`src/rtl/ushift_pkg.sv`:
```
package ushift_pkg;

    typedef enum logic [1:0] {
        OP_HOLD  = 2'b00,
        OP_RIGHT = 2'b01,
        OP_LEFT  = 2'b10,
        OP_LOAD  = 2'b11
    } op_e;

    typedef struct packed {
        logic clear;
        op_e  op;
        logic ser_r;
        logic ser_l;
    } ctrl_t;

    function automatic ctrl_t make_ctrl(input logic clr_n, input logic [1:0] sel,
                                        input logic sr, input logic sl);
        ctrl_t c;
        c.clear = ~clr_n;
        c.op    = op_e'(sel);
        c.ser_r = sr;
        c.ser_l = sl;
        return c;
    endfunction

    function automatic logic pads_driven(input op_e op, input logic oe1_n, input logic oe2_n);
        return (~oe1_n) & (~oe2_n) & (op != OP_LOAD);
    endfunction

endpackage

```
`src/rtl/ushift_core.sv`:
```
module ushift_core
    import ushift_pkg::*;
#(
    parameter int WIDTH = 8
) (
    input  logic             clk,
    input  ctrl_t            ctrl,
    input  logic [WIDTH-1:0] par_in,
    output logic [WIDTH-1:0] stage
);
    localparam int TOP = WIDTH - 1;

    logic [WIDTH-1:0] nxt;

    for (genvar i = 0; i < WIDTH; i++) begin : g_bit
        logic from_lower;
        logic from_upper;
        if (i == 0) begin : g_low_end
            assign from_lower = ctrl.ser_r;
        end else begin : g_low_mid
            assign from_lower = stage[i-1];
        end
        if (i == TOP) begin : g_high_end
            assign from_upper = ctrl.ser_l;
        end else begin : g_high_mid
            assign from_upper = stage[i+1];
        end

        always_comb begin
            unique case (ctrl.op)
                OP_HOLD:  nxt[i] = stage[i];
                OP_RIGHT: nxt[i] = from_lower;
                OP_LEFT:  nxt[i] = from_upper;
                default:  nxt[i] = par_in[i];
            endcase
        end
    end

    always_ff @(posedge clk) begin
        if (ctrl.clear) stage <= '0;
        else            stage <= nxt;
    end

    // clear wins over every operation
    a_r5_clear_zero: assert property (@(posedge clk)
        ctrl.clear |=> (stage == '0));


    a_r1_hold_stable: assert property (@(posedge clk) disable iff (ctrl.clear)
        (ctrl.op == OP_HOLD) |=> $stable(stage));


    a_r2_shift_right: assert property (@(posedge clk) disable iff (ctrl.clear)
        (ctrl.op == OP_RIGHT) |=> (stage == {$past(stage[TOP-1:0]), $past(ctrl.ser_r)}));


    a_r3_shift_left: assert property (@(posedge clk) disable iff (ctrl.clear)
        (ctrl.op == OP_LEFT) |=> (stage == {$past(ctrl.ser_l), $past(stage[TOP:1])}));


    a_r4_load_capture: assert property (@(posedge clk) disable iff (ctrl.clear)
        (ctrl.op == OP_LOAD) |=> (stage == $past(par_in)));

endmodule

```
`src/rtl/ushift_pad_drv.sv`:
```
module ushift_pad_drv
    import ushift_pkg::*;
#(
    parameter int WIDTH = 8
) (
    input  op_e              op,
    input  logic             oe1_n,
    input  logic             oe2_n,
    input  logic [WIDTH-1:0] stage,
    output logic [WIDTH-1:0] pad_out,
    output logic [WIDTH-1:0] pad_oe
);
    logic drive;

    assign drive = pads_driven(op, oe1_n, oe2_n);

    for (genvar i = 0; i < WIDTH; i++) begin : g_pad
        assign pad_oe[i]  = drive;
        assign pad_out[i] = drive & stage[i];
    end

endmodule

```
`src/rtl/ushift_reg.sv`:
```
module ushift_reg
    import ushift_pkg::*;
#(
    parameter int WIDTH = 8
) (
    input  logic             clk,
    input  logic             clr_n,
    input  logic [1:0]       sel,
    input  logic             ser_right_in,
    input  logic             ser_left_in,
    input  logic             oe1_n,
    input  logic             oe2_n,
    input  logic [WIDTH-1:0] pad_in,
    output logic [WIDTH-1:0] pad_out,
    output logic [WIDTH-1:0] pad_oe,
    output logic             ser_first_out,
    output logic             ser_last_out
);
    localparam int TOP = WIDTH - 1;

    ctrl_t            ctrl;
    logic [WIDTH-1:0] stage;

    assign ctrl = make_ctrl(clr_n, sel, ser_right_in, ser_left_in);

    ushift_core #(.WIDTH(WIDTH)) u_core (
        .clk    (clk),
        .ctrl   (ctrl),
        .par_in (pad_in),
        .stage  (stage)
    );

    ushift_pad_drv #(.WIDTH(WIDTH)) u_pads (
        .op      (ctrl.op),
        .oe1_n   (oe1_n),
        .oe2_n   (oe2_n),
        .stage   (stage),
        .pad_out (pad_out),
        .pad_oe  (pad_oe)
    );

    assign ser_first_out = stage[0];
    assign ser_last_out  = stage[TOP];

    // load releases the pads
    a_r6_load_releases: assert property (@(posedge clk) disable iff (!clr_n)
        (sel == 2'b11) |-> (pad_oe == '0));

    // a high enable releases the pads
    a_r7_enable_gates: assert property (@(posedge clk) disable iff (!clr_n)
        (oe1_n || oe2_n) |-> (pad_oe == '0));

    // enabled pads show the word on every pad
    a_r8_enabled_shows: assert property (@(posedge clk) disable iff (!clr_n)
        (!oe1_n && !oe2_n && sel != 2'b11) |-> ((pad_oe == '1) && (pad_out == stage)));

endmodule

```
`config.mk`:
```
export PLATFORM = sky130hd
export DESIGN_NAME = ushift_reg
export DESIGN_NICKNAME = d
export VERILOG_FILES = /design/src/rtl/ushift_pkg.sv /design/src/rtl/ushift_core.sv /design/src/rtl/ushift_pad_drv.sv /design/src/rtl/ushift_reg.sv
export SDC_FILE = /design/constraint.sdc
export NUM_CORES = 1
export LEC_CHECK = 0
export BUFFER_PORTS_ARGS = -buffer_cell sky130_fd_sc_hd__buf_2
export CAP_MARGIN = 5
export CORE_MARGIN = 1
export CORE_UTILIZATION = 41
export CTS_BUF_LIST = sky130_fd_sc_hd__clkbuf_8
export DETAILED_ROUTE_END_ITERATION = 6
export PLACE_DENSITY = 0.76
export SLEW_MARGIN = 5
export SYNTH_ARGS = -nofsm -noshare
export SYNTH_HDL_FRONTEND = slang
export SYNTH_SLANG_ARGS = --single-unit
```
`constraint.sdc`:
```
create_clock -name clk -period 1.1 [get_ports clk]
set_input_delay 0.11 -clock clk [delete_from_list [all_inputs] [get_ports clk]]
set_output_delay 0.11 -clock clk [all_outputs]
set_load 0.1 [all_outputs]
```
; ---- Yosys cells after proc, flatten, opt, wreduce, memory -nomap -nowiden
; Index checks and enable logic that the tools add are counted.
[totals]
register_bits = 8
input_bits = 16
output_inout_bits = 18
elab_cells = 25
[op_classes]
n_eq_ne = 3
mux = 8
bitwise_logic = 12
n_reduce_logical = 1
[op_table]
columns = operator, count
row1 = one-hot mux 1 bit (3 select lines), 8
row2 = AND 1 bit, 10
row3 = "equality test 2 x 1 -> 1 bit, second input constant", 1
row4 = "equality test 2 bit, second input constant", 1
row5 = zero test 2 bit, 1
row6 = "inequality test 2 bit, second input constant", 1
row7 = NOT 1 bit, 2

; ---- Longest topological paths before layout
; Gate-level depths: netlist (run 1).
[logic_depth]
depth_word = 4
depth_mapped = 6
mapped_depth_nobuf = 5

; ---- Hierarchy
; A second synthesis (run 1) with hierarchy kept.
[hier_totals]
cells_unflattened = 64
hier_area_um2 = 566.8
[modules_own_cells]
columns = module, n_inst, cells_each, area_per_inst_um2, seq_area_each_um2
row1 = ushift_core, 1, 46, 432.9, 160.2
row2 = ushift_pad_drv, 1, 17, 130.1, 0.0
row3 = ushift_reg, 1, 1, 3.8, 0.0

; ---- Least setup slack after synthesis (run 1)
; No wires, ideal clock.
[synth_timing]
kind = reg2out
startpoint = register u_core.stage[7]
endpoint = output pad_out[7]
arrival_ns = 1.848
required_ns = 0.990
setup_slack_ns = -0.858
path_stages_with_launch = 2
path_buffers = 0
cell_sequence = dfxtp_1 and2_1
[synth_via]
elab_chain_cells = 1
[synth_rtl]
columns = element, line
row1 = start: declaration, ushift_core.sv:9  ; output logic [WIDTH-1:0] stage
row2 = start signal: assignment, ushift_core.sv:41  ; else stage <= nxt;
row3 = AND 1 bit, ushift_pad_drv.sv:19  ; assign pad_out[i] = drive & stage[i];
row4 = end: declaration, ushift_reg.sv:14  ; output logic [WIDTH-1:0] pad_out,
; Every way passes these cells.

; ---- Worst setup path in the final report (run 1)
[layout_timing]
startpoint = input sel[0]
endpoint = register u_core.stage[1]
[layout_via]
elab_chain_cells = 2
elab_cells_between_ends = 4
classes_between = eq/ne (2) / mux (1) / reduce/logical (1)
[layout_rtl]
columns = element, line
row1 = start: declaration, ushift_reg.sv:8  ; input logic [1:0] sel,
row2 = equality test 2 bit (tied with other cells), ushift_core.sv:30  ; unique case (ctrl.op)
row3 = one-hot mux 1 bit (3 select lines), ushift_core.sv:30
; Parallel ways exist; a longest one is shown, timed or not.
; A chain may end at the register's enable or synchronous reset.

==> results of run 1 <==
## where the power goes
part | switching [mW] | leakage, nW | total (mW) | internal (mW)
Sequential | 0.0483 | 0.0683 | 0.372 | 0.324
Clock | 0.117 | 0.0216 | 0.354 | 0.237
Combinational | 0.384 | 0.426 | 0.640 | 0.256
Total | 0.549 | 0.516 | 1.37 | 0.817
## critical path: cells and delay by family
family / cells / cell delay, ns
AND/OR/NAND/NOR: 2 / 0.42
AO/OA/AOI/OAI: 1 / 0.25
adder cells (fa/ha/maj): 1 / 0.32
buffers and inverters: 2 / 0.13
## kinds of logic (layout without fill, tap and decap cells)
family | after synthesis | count (layout) | share of synthesized area
adder cells (fa/ha/maj) | 4 | 4 | 0.0753
AND/OR/NAND/NOR | 20 | 20 | 0.273
buffers and inverters | 15 | 44 | 0.156
flip-flops | 8 | 8 | 0.241
AO/OA/AOI/OAI | 16 | 16 | 0.254
## final cells by class
cell class,instances,area [um^2],share of cell area
Clock buffer,3,41.3,0.0346
Inverter,3,11.3,0.00942
Multi-Input combinational cell,40,439,0.368
Sequential cell,8,170,0.142
Tap cell,16,20.0,0.0168
Timing Repair Buffer,38,513,0.429
## routing by layer
metal  up-vias  GRT usage
li1        285          -
met1       299      0.193
met2        22      0.403
met3         2     0.0302
met4         0     0.0750
met5         -          0
## timing repair
action	CTS	global route
resized for setup	8	6
hold endpoints to repair	0	0
cloned	0	0
setup buffers	0	1
pin swaps	3	0
endpoints found under the setup margin	18	18
## path summary, 6_finish.rpt
kind / end / depth (start not counted) / startpoint
worst max-delay path: u_core.stage[1] / 6 / sel[0]
worst min-delay path: u_core.stage[6] / 3 / pad_in[6]
worst max register to register: u_core.stage[2] / 2 / u_core.stage[1]
worst min register to register: u_core.stage[5] / 2 / u_core.stage[5]
## synthesized netlist by cell type, drive strengths merged
| master | instances |
|---|---|
| nor3 | 3 |
| o22ai | 7 |
| inv | 3 |
| buf | 12 |
| ha | 4 |
| or2 | 1 |
| a221oi | 8 |
| dfxtp | 8 |
| nand2b | 1 |
| and2 | 8 |
| nor3b | 7 |
| o21ai | 1 |
## through the flow
step,power (mW),setup TNS (ns),hold WS (ns)
after floorplan,0.792,-0.722,0.266
after CTS,1.34,-0.379,0.186
after global routing,1.41,-0.608,0.209
after detailed placement,0.985,-3.60,0.417
after global placement,0.965,-2.75,0.406
final,1.37,-0.163,0.178
==> flow_metrics.py, run 1 <==
metrics = {
    "finish": {
        "top_register": "u_core.stage",
        "num-fill-cells": 95,
        "reg_top3": "u_core.stage x8",
        "final_area_um2": 1190,
        "areaGrowthSynthToFinish_pct": 79.8,
        "layout-drive-gt1-share": 0.783,
        "largest_register_ffs": 8,
        "antenna_cells": 0,
        "layout.cells.most_common": "buf_12",
        "finish.net_count": 114,
        "final_core_util": 0.793,
        "layout.cells.non_filler": 108,
        "final_cell_mix": "buf_12, buf_2, and2_4, a221oi_2, nor3b_2",
    },
    "worst_setup_path": {
        "critical_path.endpoint_type": "register",
        "cp_data_required_time_ns": 1.21,
        "path_cells": "buf_8, inv_1, ha_1, or2_1, o22ai_1, nor3b_2",
        "critPathSlowestCell": "or2_1",
        "setup.worst_path.start_class": "primary input",
        "worstPathMaxFanout": 7,
        "worstPathArrival_ns": 1.24,
        "cp_slowest_stage_delay_ns": 0.34,
        "setup.reg_to_reg.worst_slack_ns": 0.23,
        "timing.setup.critical_path_class": "in2reg",
    },
    "floorplan": {
        "dieArea_um2": 1790,
        "rows": 14,
        "core_region_um2": 1510,
        "initial_core_util": 0.441,
        "die_outline_width_um": 42.3,
        "boundaryPins": 34,
        "die_y_um": 42.3,
    },
    "worst_hold_path": {
        "hold_wc_path_type": "in2reg",
    },
    "logic_synthesis": {
        "synth.top_cell.area_share": 0.241,
        "synth_area_leader_cell": "dfxtp_1",
        "mappedNetlistArea_um2": 664,
        "postSynthCellCount": 63,
        "avgSynthCellArea_um2": 10.5,
        "synth.yosys.warnings": 0,
        "ys_top_cells_by_area": "dfxtp_1, a221oi_2, nor3b_2",
        "ys_seq_area_frac": 0.241,
        "synth.net_count": 83,
        "ys_seq_elements": 8,
        "yosysUniqueCellTypes": 16,
    },
    "drt": {
        "met1Wirelength_um": 600,
        "drt-total-wl_um": 1830,
        "dr.max_layer_used": "met4",
        "detailedRoute.firstPassIterationCount": 2,
        "route.detailed.wl_per_inst_um": 17.0,
        "dr.first_iter.drc_count": 6,
        "vias": 608,
        "remaining_design_rule_violation_count": 0,
        "met3_layer_wire_length_in_the_routed_design_um": 63,
        "ant_nets": 0,
        "post_drt_via_cell_ratio": 5.63,
        "met2WireLength_um": 1160,
    },
    "sta": {
        "setup_viol": 15,
        "setup_slack_of_the_critical_path_after_layout_ns": -0.0347,
        "grt_setup_unrepaired": "yes",
        "clock_skew_ns": 0.00103,
        "slew_viol_final": 0,
        "fin_crit_sh": 1.03,
        "final-hold-violation-count": 0,
        "relSlewSlack": 0.682,
        "post-route-min-period_ns": 1.13,
        "worst-slew-pin-transition_ns": 0.477,
        "fmax_mhz": 881,
    },
    "outcome": {
        "violated_checks": "negative setup slack",
        "result_of_the_run": "finished with violations",
    },
    "cts": {
        "cts_num_sinks": 8,
        "maximum_buffer_depth_of_the_clock_tree": 2,
        "clk_latency_ns": 0.23,
        "cts_hold_buffers": 0,
        "buffer_cell_driving_the_clock_tree_root": "clkbuf_8",
        "clock_tree.htree_level_count": 1,
        "tritoncts": "yes",
        "clk_pin_slew_ns": 0.04,
        "number_of_buffers_added_by_the_clock_tree_synthesis_step": 3,
    },
    "power": {
        "cellPowerDensity_nw_per_um2": 1140,
        "ir_worst_vdd_mv": 0.752,
        "static_leakage_nw": 0.516,
    },
    "grt": {
        "gr-usage-all-layers": 0.198,
        "grt_pass1_vias": 594,
        "overflow": 0,
        "maximum_number_of_pins_on_one_net_before_global_route_repair": 9,
        "antenna_found_initial": 0,
        "grt_first_pass_wirelength_um": 2650,
    },
    "placed_design": {
        "place_area_um2": 1100,
        "placement_stage_worst_setup_slack_ns": -0.272,
        "place_congestion": 0.801,
        "place_inst": 104,
        "place.port_buffers": 33,
        "detailedPlacementHpwl_um": 1320,
    },
    "run": {
        "max_cap_viol_count": 0,
    },
}
No activity file was read; power rests on OpenSTA's default activity.
==> run 2: changes to the inputs <==
--- a/config.mk
+++ b/config.mk
@@ -8,10 +8,10 @@
 export BUFFER_PORTS_ARGS = -buffer_cell sky130_fd_sc_hd__buf_2
 export CAP_MARGIN = 5
 export CORE_MARGIN = 1
-export CORE_UTILIZATION = 41
+export CORE_UTILIZATION = 45
 export CTS_BUF_LIST = sky130_fd_sc_hd__clkbuf_8
 export DETAILED_ROUTE_END_ITERATION = 6
-export PLACE_DENSITY = 0.76
+export PLACE_DENSITY = 0.79
 export SLEW_MARGIN = 5
 export SYNTH_ARGS = -nofsm -noshare
 export SYNTH_HDL_FRONTEND = slang
==> constraint.sdc (replaced) <==
create_clock -name clk -period 1.4 [get_ports clk]
set_input_delay 0.14 -clock clk [delete_from_list [all_inputs] [get_ports clk]]
set_output_delay 0.14 -clock clk [all_outputs]
set_load 0.1 [all_outputs]
==> run 2 against run 1 <==
The run now ends clean; worst hold slack better by 0.043 ns; sequential cell count unchanged; clock power decreased by 18%; first-iteration DRC count fell by 17%; global-route usage is 5.0 points higher; clock skew is 0.00074 ns higher; sequential power is 23% lower; critical path type is now in2out.
==> flow_metrics.py, run 2 (synthesis gave the netlist of run 1 again) <==
metrics = {
    "sta": {
        "relSlewSlack": 0.667,
        "slew_viol_final": 0,
        "worst-slew-pin-transition_ns": 0.502,
        "grt_setup_unrepaired": "no",
        "final.hold.worst_slack_ns": 0.221,
        "final-hold-violation-count": 0,
        "post_route_setup_tns_ns": 0,
        "fmax_mhz": 757,
        "setup_viol": 0,
        "post-route-min-period_ns": 1.32,
        "fin_crit_sh": 0.943,
        "clock_skew_ns": 0.00177,
        "setup_slack_of_the_critical_path_after_layout_ns": 0.0794,
    },
    "floorplan": {
        "initial_core_util": 0.498,
        "die_y_um": 40.4,
        "die_outline_width_um": 40.4,
        "boundaryPins": 34,
        "dieArea_um2": 1630,
        "core_region_um2": 1330,
        "rows": 13,
    },
    "power": {
        "power.share.switching": 0.414,
        "cell_internal_pwr_mw": 0.605,
        "power.share.sequential": 0.277,
        "comb_power_share": 0.442,
        "clock_power_share": 0.281,
        "ir_worst_vdd_mv": 0.561,
        "switching_power_mw": 0.428,
        "cellPowerDensity_nw_per_um2": 952,
        "fin_total_pwr_mw": 1.03,
        "static_leakage_nw": 0.482,
    },
    "finish": {
        "top_register": "u_core.stage",
        "layout.cells.non_filler": 105,
        "final_cell_mix": "buf_2, buf_12, and2_2, a221oi_2",
        "layout-drive-gt1-share": 0.733,
        "antenna_cells": 0,
        "finish.net_count": 112,
        "reg_top3": "u_core.stage x8",
        "largest_register_ffs": 8,
        "final_area_um2": 1080,
        "areaGrowthSynthToFinish_pct": 63.3,
        "final_core_util": 0.813,
    },
    "cts": {
        "clk_pin_slew_ns": 0.04,
        "cts_hold_buffers": 0,
        "cts_num_sinks": 8,
        "tritoncts": "yes",
        "buffer_cell_driving_the_clock_tree_root": "clkbuf_8",
        "number_of_gates_given_a_new_drive_strength_after_cts": 0,
        "clock_tree.htree_level_count": 1,
        "maximum_buffer_depth_of_the_clock_tree": 2,
        "cts_setup_buffers": 0,
        "number_of_buffers_added_by_the_clock_tree_synthesis_step": 3,
        "clk_latency_ns": 0.24,
    },
    "drt": {
        "detailedRoute.firstPassIterationCount": 4,
        "ant_nets": 0,
        "post_drt_via_cell_ratio": 5.55,
        "dr.first_iter.drc_count": 5,
        "vias": 583,
        "route.detailed.wl_per_inst_um": 16.1,
        "drt-total-wl_um": 1690,
        "remaining_design_rule_violation_count": 0,
    },
    "placed_design": {
        "place_congestion": 0.847,
        "place_inst": 102,
        "place.port_buffers": 33,
        "placement_stage_worst_setup_slack_ns": 0.0452,
        "place_area_um2": 1040,
        "detailedPlacementHpwl_um": 1280,
    },
    "worst_setup_path": {
        "worst_r2r_path_depth": 2,
        "setup.worst_path.start_class": "primary input",
        "worstPathArrival_ns": 1.18,
        "critical_path.endpoint_type": "output pin",
        "cp_data_required_time_ns": 1.26,
        "worstPathMaxFanout": 15,
        "timing.setup.critical_path_class": "in2out",
    },
    "grt": {
        "grt_first_pass_wirelength_um": 2500,
        "gr-usage-all-layers": 0.248,
        "maximum_number_of_pins_on_one_net_before_global_route_repair": 16,
        "overflow": 0,
        "grt_pass1_vias": 570,
        "antenna_found_initial": 0,
    },
    "worst_hold_path": {
        "whs_path_depth": 3,
        "hold_wc_path_type": "in2reg",
    },
    "run": {
        "max_cap_viol_count": 0,
    },
    "outcome": {
        "result_of_the_run": "finished, final reports clean",
    },
}
run 2: cell types whose count changed in the layout (fill, tap and decap cells not counted), sizes merged:
| cell | before | now |
|---|---|---|
| buf | 38 | 36 |
run 2: layout make-up:
cell class                 count  area, um^2
fill                          80         249
clock buffer                   3        41.3
timing repair buffer          36         440
inverter                       3        11.3
tap                           15        18.8
sequential                     8         163
multi-input combinational     40         410
run 2: final timing paths:
kind,startpoint,to,slack (ns)
max,sel[0],pad_out[5],0.08
min,pad_in[6],u_core.stage[6],0.22
max reg2reg,u_core.stage[3],u_core.stage[4],0.54
min reg2reg,u_core.stage[0],u_core.stage[1],0.62
run 2: power groups by stage:
stage / Sequential (mW) / Combinational [mW] / Clock (mW)
floorplan: 0.322 / 0.293 / 0
global placement: 0.286 / 0.444 / 0
detailed placement: 0.289 / 0.454 / 0
CTS: 0.285 / 0.457 / 0.294
global route: 0.289 / 0.476 / 0.297
finish: 0.286 / 0.457 / 0.290
run 2: worst max-delay path: stages:
cell,delay [ns]
buf_2,0.12
ha_1,0.22
nor3_4,0.16
buf_12,0.19
and2_2,0.18
buf_12,0.17
run 2: routing by layer:
metal  vias up  part of all wire  GRT usage
met5         -                 0          0
met4         0             0.030      0.150
met3         4             0.052     0.0833
met2        22              0.51      0.433
met1       273              0.41      0.251
li1        284                 -          -
